[config.mk]
export PLATFORM = sky130hd
export DESIGN_NAME = hsec_due_enum
export DESIGN_NICKNAME = d
export VERILOG_FILES = /design/src/rtl/hsec_pkg.sv /design/src/rtl/hsec_syndrome.sv /design/src/rtl/hsec_col_match.sv /design/src/rtl/hsec_cand_store.sv /design/src/rtl/hsec_due_enum.sv
export SDC_FILE = /design/constraint.sdc
export NUM_CORES = 1
export LEC_CHECK = 0
export ABC_AREA = 0
export CORE_AREA = 2 2 229 231
export CTS_BUF_LIST = sky130_fd_sc_hd__clkbuf_4
export DETAILED_ROUTE_END_ITERATION = 8
export DIE_AREA = 0 0 231 233
export GPL_TIMING_DRIVEN = 0
export PLACE_DENSITY_LB_ADDON = 0.08
export SYNTH_ARGS = -nofsm -noshare
export SYNTH_HDL_FRONTEND = slang
export SYNTH_SLANG_ARGS = --single-unit
[constraint.sdc]
create_clock -name clk -period 5.53 [get_ports clk]
set_input_delay 1.106 -clock clk [delete_from_list [all_inputs] [get_ports clk]]
set_output_delay 1.106 -clock clk [all_outputs]
set_load 0.05 [all_outputs]
[src/rtl/hsec_pkg.sv]
package hsec_pkg;
  localparam int MSG_W = 32;
  localparam int CHK_W = 7;
  localparam int CW_W  = MSG_W + CHK_W;
  localparam int POS_W = $clog2(CW_W);

  typedef logic [CHK_W-1:0] syn_t;
  typedef logic [CW_W-1:0]  cw_t;
  typedef syn_t [CW_W-1:0]  hcol_t;
  typedef cw_t  [CHK_W-1:0] hrow_t;

  typedef enum logic [1:0] {
    ST_CLEAN  = 2'd0,
    ST_SINGLE = 2'd1,
    ST_DOUBLE = 2'd2,
    ST_MULTI  = 2'd3
  } status_e;

  function automatic int ones_in(input int v);
    int n;
    n = 0;
    for (int b = 0; b < CHK_W; b++) n += (v >> b) & 1;
    return n;
  endfunction

  // Message columns: weight-3 values in ascending order; check columns: unit vectors.
  function automatic hcol_t build_cols();
    hcol_t t;
    int    n;
    t = '0;
    n = 0;
    for (int v = 0; v < (1 << CHK_W); v++) begin
      if (ones_in(v) == 3 && n < MSG_W) begin
        t[n] = syn_t'(v);
        n++;
      end
    end
    for (int k = 0; k < CHK_W; k++) t[MSG_W + k] = syn_t'(1 << k);
    return t;
  endfunction

  localparam hcol_t HCOL = build_cols();

  // Row masks: which codeword positions feed each syndrome bit.
  function automatic hrow_t build_rows();
    hrow_t r;
    r = '0;
    for (int b = 0; b < CHK_W; b++)
      for (int p = 0; p < CW_W; p++)
        r[b][p] = HCOL[p][b];
    return r;
  endfunction

  localparam hrow_t HROW = build_rows();
endpackage

[src/rtl/hsec_syndrome.sv]
module hsec_syndrome
  import hsec_pkg::*;
(
  input  cw_t  word,
  output syn_t syn
);
  for (genvar b = 0; b < CHK_W; b++) begin : g_row
    assign syn[b] = ^(word & HROW[b]);
  end
endmodule

[src/rtl/hsec_col_match.sv]
module hsec_col_match
  import hsec_pkg::*;
(
  input  syn_t             syn,
  output logic             hit,
  output logic [POS_W-1:0] pos
);
  logic [CW_W-1:0] eq;

  for (genvar p = 0; p < CW_W; p++) begin : g_col
    assign eq[p] = (syn == HCOL[p]);
  end

  always_comb begin
    hit = |eq;
    pos = '0;
    for (int p = 0; p < CW_W; p++) begin
      if (eq[p]) pos = POS_W'(p);
    end
  end
endmodule

[src/rtl/hsec_cand_store.sv]
module hsec_cand_store
  import hsec_pkg::*;
#(
  parameter int MAX_CAND = 16,
  localparam int SLOT_W  = $clog2(MAX_CAND)
) (
  input  logic                      clk,
  input  logic                      rst,
  input  logic                      clr,
  input  logic                      we,
  input  logic [SLOT_W-1:0]         slot,
  input  logic [MSG_W-1:0]          wdata,
  output logic [MAX_CAND*MSG_W-1:0] flat
);
  for (genvar k = 0; k < MAX_CAND; k++) begin : g_slot
    logic [MSG_W-1:0] ent;
    always_ff @(posedge clk) begin
      if (rst || clr) ent <= '0;
      else if (we && slot == SLOT_W'(k)) ent <= wdata;
    end
    assign flat[k*MSG_W +: MSG_W] = ent;
  end
endmodule

[src/rtl/hsec_due_enum.sv]
module hsec_due_enum
  import hsec_pkg::*;
#(
  parameter int MAX_CAND = 16,
  localparam int CNT_W   = $clog2(MAX_CAND + 1),
  localparam int SLOT_W  = $clog2(MAX_CAND)
) (
  input  logic                      clk,
  input  logic                      rst,
  input  logic                      in_valid,
  input  logic [CW_W-1:0]           in_word,
  output logic                      busy,
  output logic                      done,
  output logic [1:0]                status,
  output logic [MSG_W-1:0]          msg_out,
  output logic [CNT_W-1:0]          cand_cnt,
  output logic [MAX_CAND*MSG_W-1:0] cand_list
);
  typedef enum logic [1:0] {S_IDLE, S_EVAL, S_SWEEP} fsm_e;

  fsm_e             state;
  status_e          st_q;
  logic [MSG_W-1:0] msg_q;
  syn_t             syn_q;
  logic [POS_W-1:0] idx_q;
  logic [CNT_W-1:0] cnt_q;

  syn_t             in_syn;
  syn_t             trial_syn;
  logic             own_hit, trial_hit;
  logic [POS_W-1:0] own_pos, trial_pos;
  logic             syn_zero, syn_odd;
  logic             accept, take, last_pos;
  logic [MSG_W-1:0] cand_msg;

  hsec_syndrome u_syn (
    .word (in_word),
    .syn  (in_syn)
  );

  // Match of the latched syndrome itself: single-error position.
  hsec_col_match u_own (
    .syn (syn_q),
    .hit (own_hit),
    .pos (own_pos)
  );

  // Match after trial-flipping position idx_q: partner position of a pair.
  assign trial_syn = syn_q ^ HCOL[idx_q];

  hsec_col_match u_trial (
    .syn (trial_syn),
    .hit (trial_hit),
    .pos (trial_pos)
  );

  assign syn_zero = (syn_q == '0);
  assign syn_odd  = ^syn_q;
  assign accept   = (state == S_IDLE) && in_valid;
  assign last_pos = (idx_q == POS_W'(CW_W - 1));
  assign take     = (state == S_SWEEP) && trial_hit && (trial_pos > idx_q)
                    && (cnt_q < CNT_W'(MAX_CAND));
  assign cand_msg = msg_q ^ (MSG_W'(1) << idx_q) ^ (MSG_W'(1) << trial_pos);

  hsec_cand_store #(.MAX_CAND(MAX_CAND)) u_store (
    .clk   (clk),
    .rst   (rst),
    .clr   (accept),
    .we    (take),
    .slot  (cnt_q[SLOT_W-1:0]),
    .wdata (cand_msg),
    .flat  (cand_list)
  );

  always_ff @(posedge clk) begin
    done <= 1'b0;
    if (rst) begin
      state   <= S_IDLE;
      st_q    <= ST_CLEAN;
      msg_q   <= '0;
      syn_q   <= '0;
      idx_q   <= '0;
      cnt_q   <= '0;
      msg_out <= '0;
    end else begin
      case (state)
        S_IDLE: begin
          if (in_valid) begin
            msg_q <= in_word[MSG_W-1:0];
            syn_q <= in_syn;
            idx_q <= '0;
            cnt_q <= '0;
            state <= S_EVAL;
          end
        end
        S_EVAL: begin
          if (syn_zero) begin
            st_q    <= ST_CLEAN;
            msg_out <= msg_q;
            done    <= 1'b1;
            state   <= S_IDLE;
          end else if (syn_odd) begin
            if (own_hit) begin
              st_q    <= ST_SINGLE;
              msg_out <= msg_q ^ (MSG_W'(1) << own_pos);
            end else begin
              st_q    <= ST_MULTI;
              msg_out <= msg_q;
            end
            done  <= 1'b1;
            state <= S_IDLE;
          end else begin
            msg_out <= msg_q;
            state   <= S_SWEEP;
          end
        end
        S_SWEEP: begin
          if (take) cnt_q <= cnt_q + 1'b1;
          idx_q <= idx_q + 1'b1;
          if (last_pos) begin
            st_q  <= ST_DOUBLE;
            done  <= 1'b1;
            state <= S_IDLE;
          end
        end
        default: state <= S_IDLE;
      endcase
    end
  end

  assign busy     = (state != S_IDLE);
  assign status   = st_q;
  assign cand_cnt = cnt_q;
endmodule

==> impl_metrics.py, run 1 <==
metrics = {
    "power_and_ir_drop": {
        "p_per_area_nw_per_um2": 327,
        "p_leak_uw": 0.0115,
        "vdd_ir_drop_max_mv": 0.305,
    },
    "yosys": {
        "netlist_top_cells_area": "dfxtp_1 (49%), nand3_1 (10%), o21ai_0 (9.1%), xnor2_1 (4.7%), nand2_1 (2.6%)",
        "yosys.cell_count.top_type": "dfxtp_1",
        "synth_common_cells": "dfxtp_1 (606), nand3_1 (524), o21ai_0 (454), nand2_1 (175), nor2_1 (143)",
        "synth_cells": 2848,
        "synthFlopType": "dfxtp_1",
        "synth_seq_cells": 606,
        "async_flop_share_pct": 0,
        "synth_top_area_share_pct": 48.5,
        "mappedNetlistNets": 2932,
        "netlist_area_sq_um": 25000,
        "syn_area_per_cell_sq_um": 8.77,
        "ys_warn_count": 0,
        "yosysTopAreaCell": "dfxtp_1",
        "yosysSeqAreaShare_pct": 48.5,
        "synth_edf_count": 0,
        "yosys.cell_types.count": 80,
    },
    "layout": {
        "fin_area_sq_um": 33700,
        "drive_above_1_share_pct": 11.9,
        "finalNetCount": 3685,
        "area_growth_syn_to_layout_pct": 34.8,
        "regArea_sq_um": 12100,
        "multi_input_area_sq_um": 11500,
        "n_fill_cell": 4348,
    },
    "setup_path": {
        "endpoint": "u_store.g_slot[0].ent[25]",
        "crit_fanout": 10,
        "critPathMostFrequentCell": "nand3_1",
        "worstSetupEndpointType": "flip-flop",
        "rr_worst_depth": 16,
        "rr_startpoint": "syn_q[5]",
        "cp-start-kind": "flip-flop",
        "worst_ep_arrival_time_ns": 6.34,
        "critical-path-slowest-cell": "xnor2_1",
        "worstReg2RegEnd": "u_store.g_slot[0].ent[25]",
        "cp_cell_sequence": "xnor2_1 > nand3_1 > nor3_1 > nor4_1 > o2111ai_1 > nor2_1 > ha_1 > and4_1 > a311o_1 > a21oi_1 > o41a_4 > buf_6 > nand3_2 > buf_4 > nand3_1 > o21ai_0",
        "critPathMaxStageDelay_ns": 0.87,
        "reg2reg_slack_ns": 0.08,
        "worstPathRequired_ns": 6.42,
        "crit_start": "syn_q[5]",
        "crit_type": "flip-flop to flip-flop",
    },
    "status": {
        "status": "finished clean",
    },
    "placed_design": {
        "numPortBuffers": 594,
        "placed_cell_area_sq_um": 31800,
        "gp_congestion": 1.04,
        "hpwl_um": 83200,
    },
    "sta": {
        "slew_headroom_pct": 12.0,
        "rsz0062_at_grt": "false",
        "period_needed_ns": 5.45,
        "maxSlewViolCount": 0,
        "worst_slew_pin_slew_ns": 1.32,
        "setup_tns_ns": 0,
        "hold_violations": 0,
        "fin_crit_sh_pct": 98.6,
        "setup_viol_count_final": 0,
        "finalClockSkew_ns": 0.0593,
        "max_freq_mhz": 183,
    },
    "grt": {
        "globalRouteTotalUtil_pct": 38.8,
        "grt_pass1_vias": 24200,
        "antenna_found_initial": 4,
        "grt_pass1_wl_um": 154000,
        "grt_max_degree": 17,
        "grt-ovfl-total": 0,
    },
    "floorplanning": {
        "die_width_um": 231,
        "die_height_um": 233,
        "initial_utilization_pct": 48.9,
        "coreArea_sq_um": 51100,
        "row_count": 83,
        "fp.dieArea_sq_um": 53800,
        "io_pins": 595,
    },
    "cts": {
        "clock_path_buffers": 3,
        "cts_made_buffers": 157,
        "clk_latency_ns": 1.07,
        "clkTransAtPathRegs_ns": 0.08,
        "htreeDepth": 4,
        "cts.sinks": 606,
        "cts_tree": "done",
        "cts_resized": 0,
        "cts-root-buf": "clkbuf_4",
        "cts_hold_buf": 0,
        "post_cts_buffers": 0,
    },
    "route": {
        "drtPass1Iterations": 6,
        "ant_nets": 0,
        "vias": 26100,
        "drt_iter0_markers": 2323,
        "via_per_inst": 5.96,
        "wl_per_cell_um": 24.9,
        "wl_um": 109000,
        "drcViolationCount": 0,
    },
    "run": {
        "maxCapViolCount": 0,
    },
    "min_path": {
        "hold_class": "flip-flop to flip-flop",
        "whs_path_depth": 2,
    },
}
[sequential cells by signal, indices dropped and copies added, names as in the netlist, named ones only]
signal	cells
status	2
msg_out	32
idx_q	6
state	2
u_store.g_slot.ent	512
done	1
msg_q	32
syn_q	7
cand_cnt	5
[critical path: cells and delay by family, from the launching register on]
family                   cells  cell delay [ns]
flip-flops                   1             0.47
AO/OA/AOI/OAI                5             1.21
AND/OR/NAND/NOR              7             1.89
buffers and inverters        2             0.53
adder cells (fa/ha/maj)      1             0.29
XOR/XNOR                     1             0.87
[placed cells by master, fill, tap and decap left out, types with 34 or more instances in the layout]
cell type / count
dfxtp_1: 606
clkdlybuf4s50_1: 594
nand3_1: 524
o21ai_0: 454
clkbuf_4: 225
nand2_1: 175
nor2_1: 143
xnor2_1: 133
clkbuf_1: 128
buf_2: 80
o21ai_1: 64
a21oi_1: 64
xor2_1: 48
ha_1: 42
a211oi_1: 34
[cell type report]
cell class / instances / share of cell area, %
multi-input cells: 1957 / 34.0
repair buffers: 594 / 17.7
inverters: 27 / 0.301
well taps: 680 / 2.53
flip-flops and latches: 606 / 36.0
plain buffers: 258 / 3.84
diodes: 5 / 0.0372
clock inverters: 32 / 0.565
clock buffers: 225 / 5.02
[power by group]
part | switching [uW] | leakage (uW) | internal (uW)
Sequential | 151 | 0.00489 | 4460
Combinational | 1810 | 0.00552 | 760
Clock | 1910 | 0.00111 | 1910
Total | 3880 | 0.0115 | 7130
[worst min path at each step]
stage	from	endpoint	slack [ns]
2_1_floorplan	msg_q[14]	msg_q[14]	0.47
3_5_place_dp	u_store.g_slot[4].ent[0]	u_store.g_slot[4].ent[0]	0.45
6_report	u_store.g_slot[4].ent[0]	u_store.g_slot[4].ent[0]	0.46
3_3_place_gp	u_store.g_slot[7].ent[0]	u_store.g_slot[7].ent[0]	0.45
4_1_cts	u_store.g_slot[10].ent[30]	u_store.g_slot[10].ent[30]	0.46
5_1_grt	u_store.g_slot[10].ent[30]	u_store.g_slot[10].ent[30]	0.47
[metal layers]
metal  vias to the layer above  global-route usage (%)  routed length [um]
met5                         -                    1.01                  86
met4                         4                    25.4                7420
met3                       388                    11.1                9960
met2                      1458                    65.4               52500
met1                     12600                    42.7               39400
li1                      11600                       -                   -
[through the flow]
| stage | utilization [%] | hold slack [ns] | worst slack, ns | power (uW) | instances |
|---|---|---|---|---|---|
| final | 65.9 | 0.460 | 0.0762 | 11000 | 4384 |
| after global routing | 65.9 | 0.472 | 0.0929 | 11400 | 4382 |
| after CTS | 65.9 | 0.462 | 0.389 | 10900 | 4379 |
| after detailed placement | 62.2 | 0.453 | 0.454 | 7210 | 4122 |
| after global placement | 62.2 | 0.447 | 0.455 | 7190 | 4122 |
| after floorplan | - | 0.466 | 1.63 | 6310 | 2848 |
[cell families after synthesis]
| group | count (synthesis) | share of synthesized area [%] |
|---|---|---|
| buffers and inverters | 285 | 5.58 |
| DFF | 606 | 48.5 |
| AOI/OAI and AO/OA | 750 | 17.3 |
| xor gates and xnor gates | 189 | 6.91 |
| adders and majority gates | 42 | 2.10 |
| muxes | 7 | 0.335 |
| and+or+nand+nor | 969 | 19.2 |
No activity file was read; power rests on OpenSTA's default activity.
==> run 2, diff against run 1 <==
PLACE_DENSITY = 0.79   (was default)
PLACE_DENSITY_LB_ADDON = default   (was 0.08)
==> impl_metrics.py, run 2 (synthesis gave the netlist of run 1 again) <==
metrics = {
    "sta": {
        "setup_viol_count_final": 0,
        "maxSlewViolCount": 0,
        "max_freq_mhz": 202,
        "postLayoutSetupSlackWorst_ns": 0.582,
        "rsz0062_at_grt": "false",
        "hold_violations": 0,
        "period_needed_ns": 4.95,
        "finalClockSkew_ns": 0.0540,
        "fin_crit_sh_pct": 89.5,
        "setup_tns_ns": 0,
        "slew_headroom_pct": 27.4,
        "worst_slew_pin_slew_ns": 1.09,
    },
    "layout": {
        "area_growth_syn_to_layout_pct": 34.5,
        "largest_reg_flops": 512,
        "top_register": "u_store.g_slot.ent",
        "top_regs": "u_store.g_slot.ent: 512 flops, msg_out: 32 flops, msg_q: 32 flops",
        "drive_above_1_share_pct": 11.4,
        "fin_area_sq_um": 33600,
        "final_cell_mix": "dfxtp_1 (606), clkdlybuf4s50_1 (594), nand3_1 (524)",
        "layout_commonest_cell": "dfxtp_1",
        "finalNetCount": 3679,
    },
    "placed_design": {
        "dp_slack_ns": 0.514,
        "hpwl_um": 79800,
        "placed_cell_area_sq_um": 31800,
        "numPortBuffers": 594,
        "gp_congestion": 0.952,
    },
    "cts": {
        "cts_resized": 0,
        "cts_made_buffers": 151,
        "cts-root-buf": "clkbuf_4",
        "clock_path_buffers": 3,
        "cts_tree": "done",
        "cts_hold_buf": 0,
        "htreeDepth": 4,
        "clkTransAtPathRegs_ns": 0.06,
        "post_cts_buffers": 0,
        "cts.sinks": 606,
        "clk_latency_ns": 1.03,
    },
    "setup_path": {
        "worst_ep_arrival_time_ns": 5.81,
        "cp-start-kind": "flip-flop",
        "crit_type": "flip-flop to flip-flop",
        "rr_startpoint": "syn_q[2]",
        "crit_start": "syn_q[2]",
        "worstPathRequired_ns": 6.39,
        "crit_fanout": 10,
        "worstSetupEndpointType": "flip-flop",
    },
    "min_path": {
        "min_from": "u_store.g_slot[0].ent[28]",
        "hold_class": "flip-flop to flip-flop",
    },
    "floorplanning": {
        "io_pins": 595,
        "initial_utilization_pct": 48.9,
        "coreArea_sq_um": 51100,
        "row_count": 83,
        "die_height_um": 233,
        "fp.dieArea_sq_um": 53800,
        "die_width_um": 231,
    },
    "power_and_ir_drop": {
        "p_per_area_nw_per_um2": 322,
        "vdd_ir_drop_max_mv": 0.291,
        "p_leak_uw": 0.0115,
    },
    "grt": {
        "globalRouteTotalUtil_pct": 37.9,
        "grt-ovfl-total": 0,
        "antenna_found_initial": 4,
        "grt_pass1_wl_um": 151000,
        "grt_max_degree": 17,
        "grt_pass1_vias": 23300,
    },
    "route": {
        "vias": 26000,
        "drtPass1Iterations": 6,
        "top_layer": "met5",
        "dr_wl_met3_um": 11700,
        "drt_iter0_markers": 2731,
        "met2_length_um": 47600,
        "wl_per_cell_um": 24.2,
        "wl_um": 106000,
        "ant_nets": 0,
        "drcViolationCount": 0,
        "m1WireLength_um": 40500,
        "via_per_inst": 5.95,
    },
    "status": {
        "status": "finished clean",
    },
    "run": {
        "maxCapViolCount": 0,
    },
}
[run 2: worst paths after layout]
kind         cells after the start                          to  slack [ns]
max reg2reg                     16  u_store.g_slot[12].ent[29]        0.58
max                             16  u_store.g_slot[12].ent[29]        0.58
min                              2   u_store.g_slot[0].ent[28]        0.46
min reg2reg                      2   u_store.g_slot[0].ent[28]        0.46
[run 2: layer usage]
metal	GRT usage [%]	vias up
met5	0	-
met3	9.87	331
met4	21.5	2
li1	-	11600
met1	47.6	12400
met2	59.0	1647
[run 2: cell type report]
class,count,area (sq um)
diodes,5,12.5
plain buffers,258,1290
clock buffers,211,1580
clock inverters,34,216
fillers,4389,17500
inverters,27,101
multi-input cells,1957,11500
flip-flops and latches,606,12100
well taps,680,851
repair buffers,594,5950
[run 2: worst max-delay path: stages (launching register included)]
cell	delay [ns]
dfxtp_1	0.47
xnor2_2	0.58
nor2_1	0.20
nand3_1	0.26
a21oi_1	0.10
or3_1	0.48
or3_1	0.44
ha_1	0.31
and4_1	0.18
a311o_1	0.34
a21oi_1	0.17
o41a_4	0.23
buf_6	0.23
nand4_4	0.35
buf_6	0.29
nand3_1	0.08
o21ai_0	0.09
[run 2: report_power, final]
part	switching [uW]	internal (uW)
Clock	1830	1880
Sequential	152	4460
Combinational	1730	758
Total	3700	7100
[run 2: per-stage QoR]
stage	util (%)	std cells	power (uW)	hold WS [ns]
2_1_floorplan	-	2848	6310	0.466
3_3_place_gp	62.2	4122	7120	0.447
3_5_place_dp	62.2	4122	7120	0.452
4_1_cts	65.7	4367	10700	0.461
5_1_grt	65.7	4370	11200	0.483
6_report	65.8	4372	10800	0.461
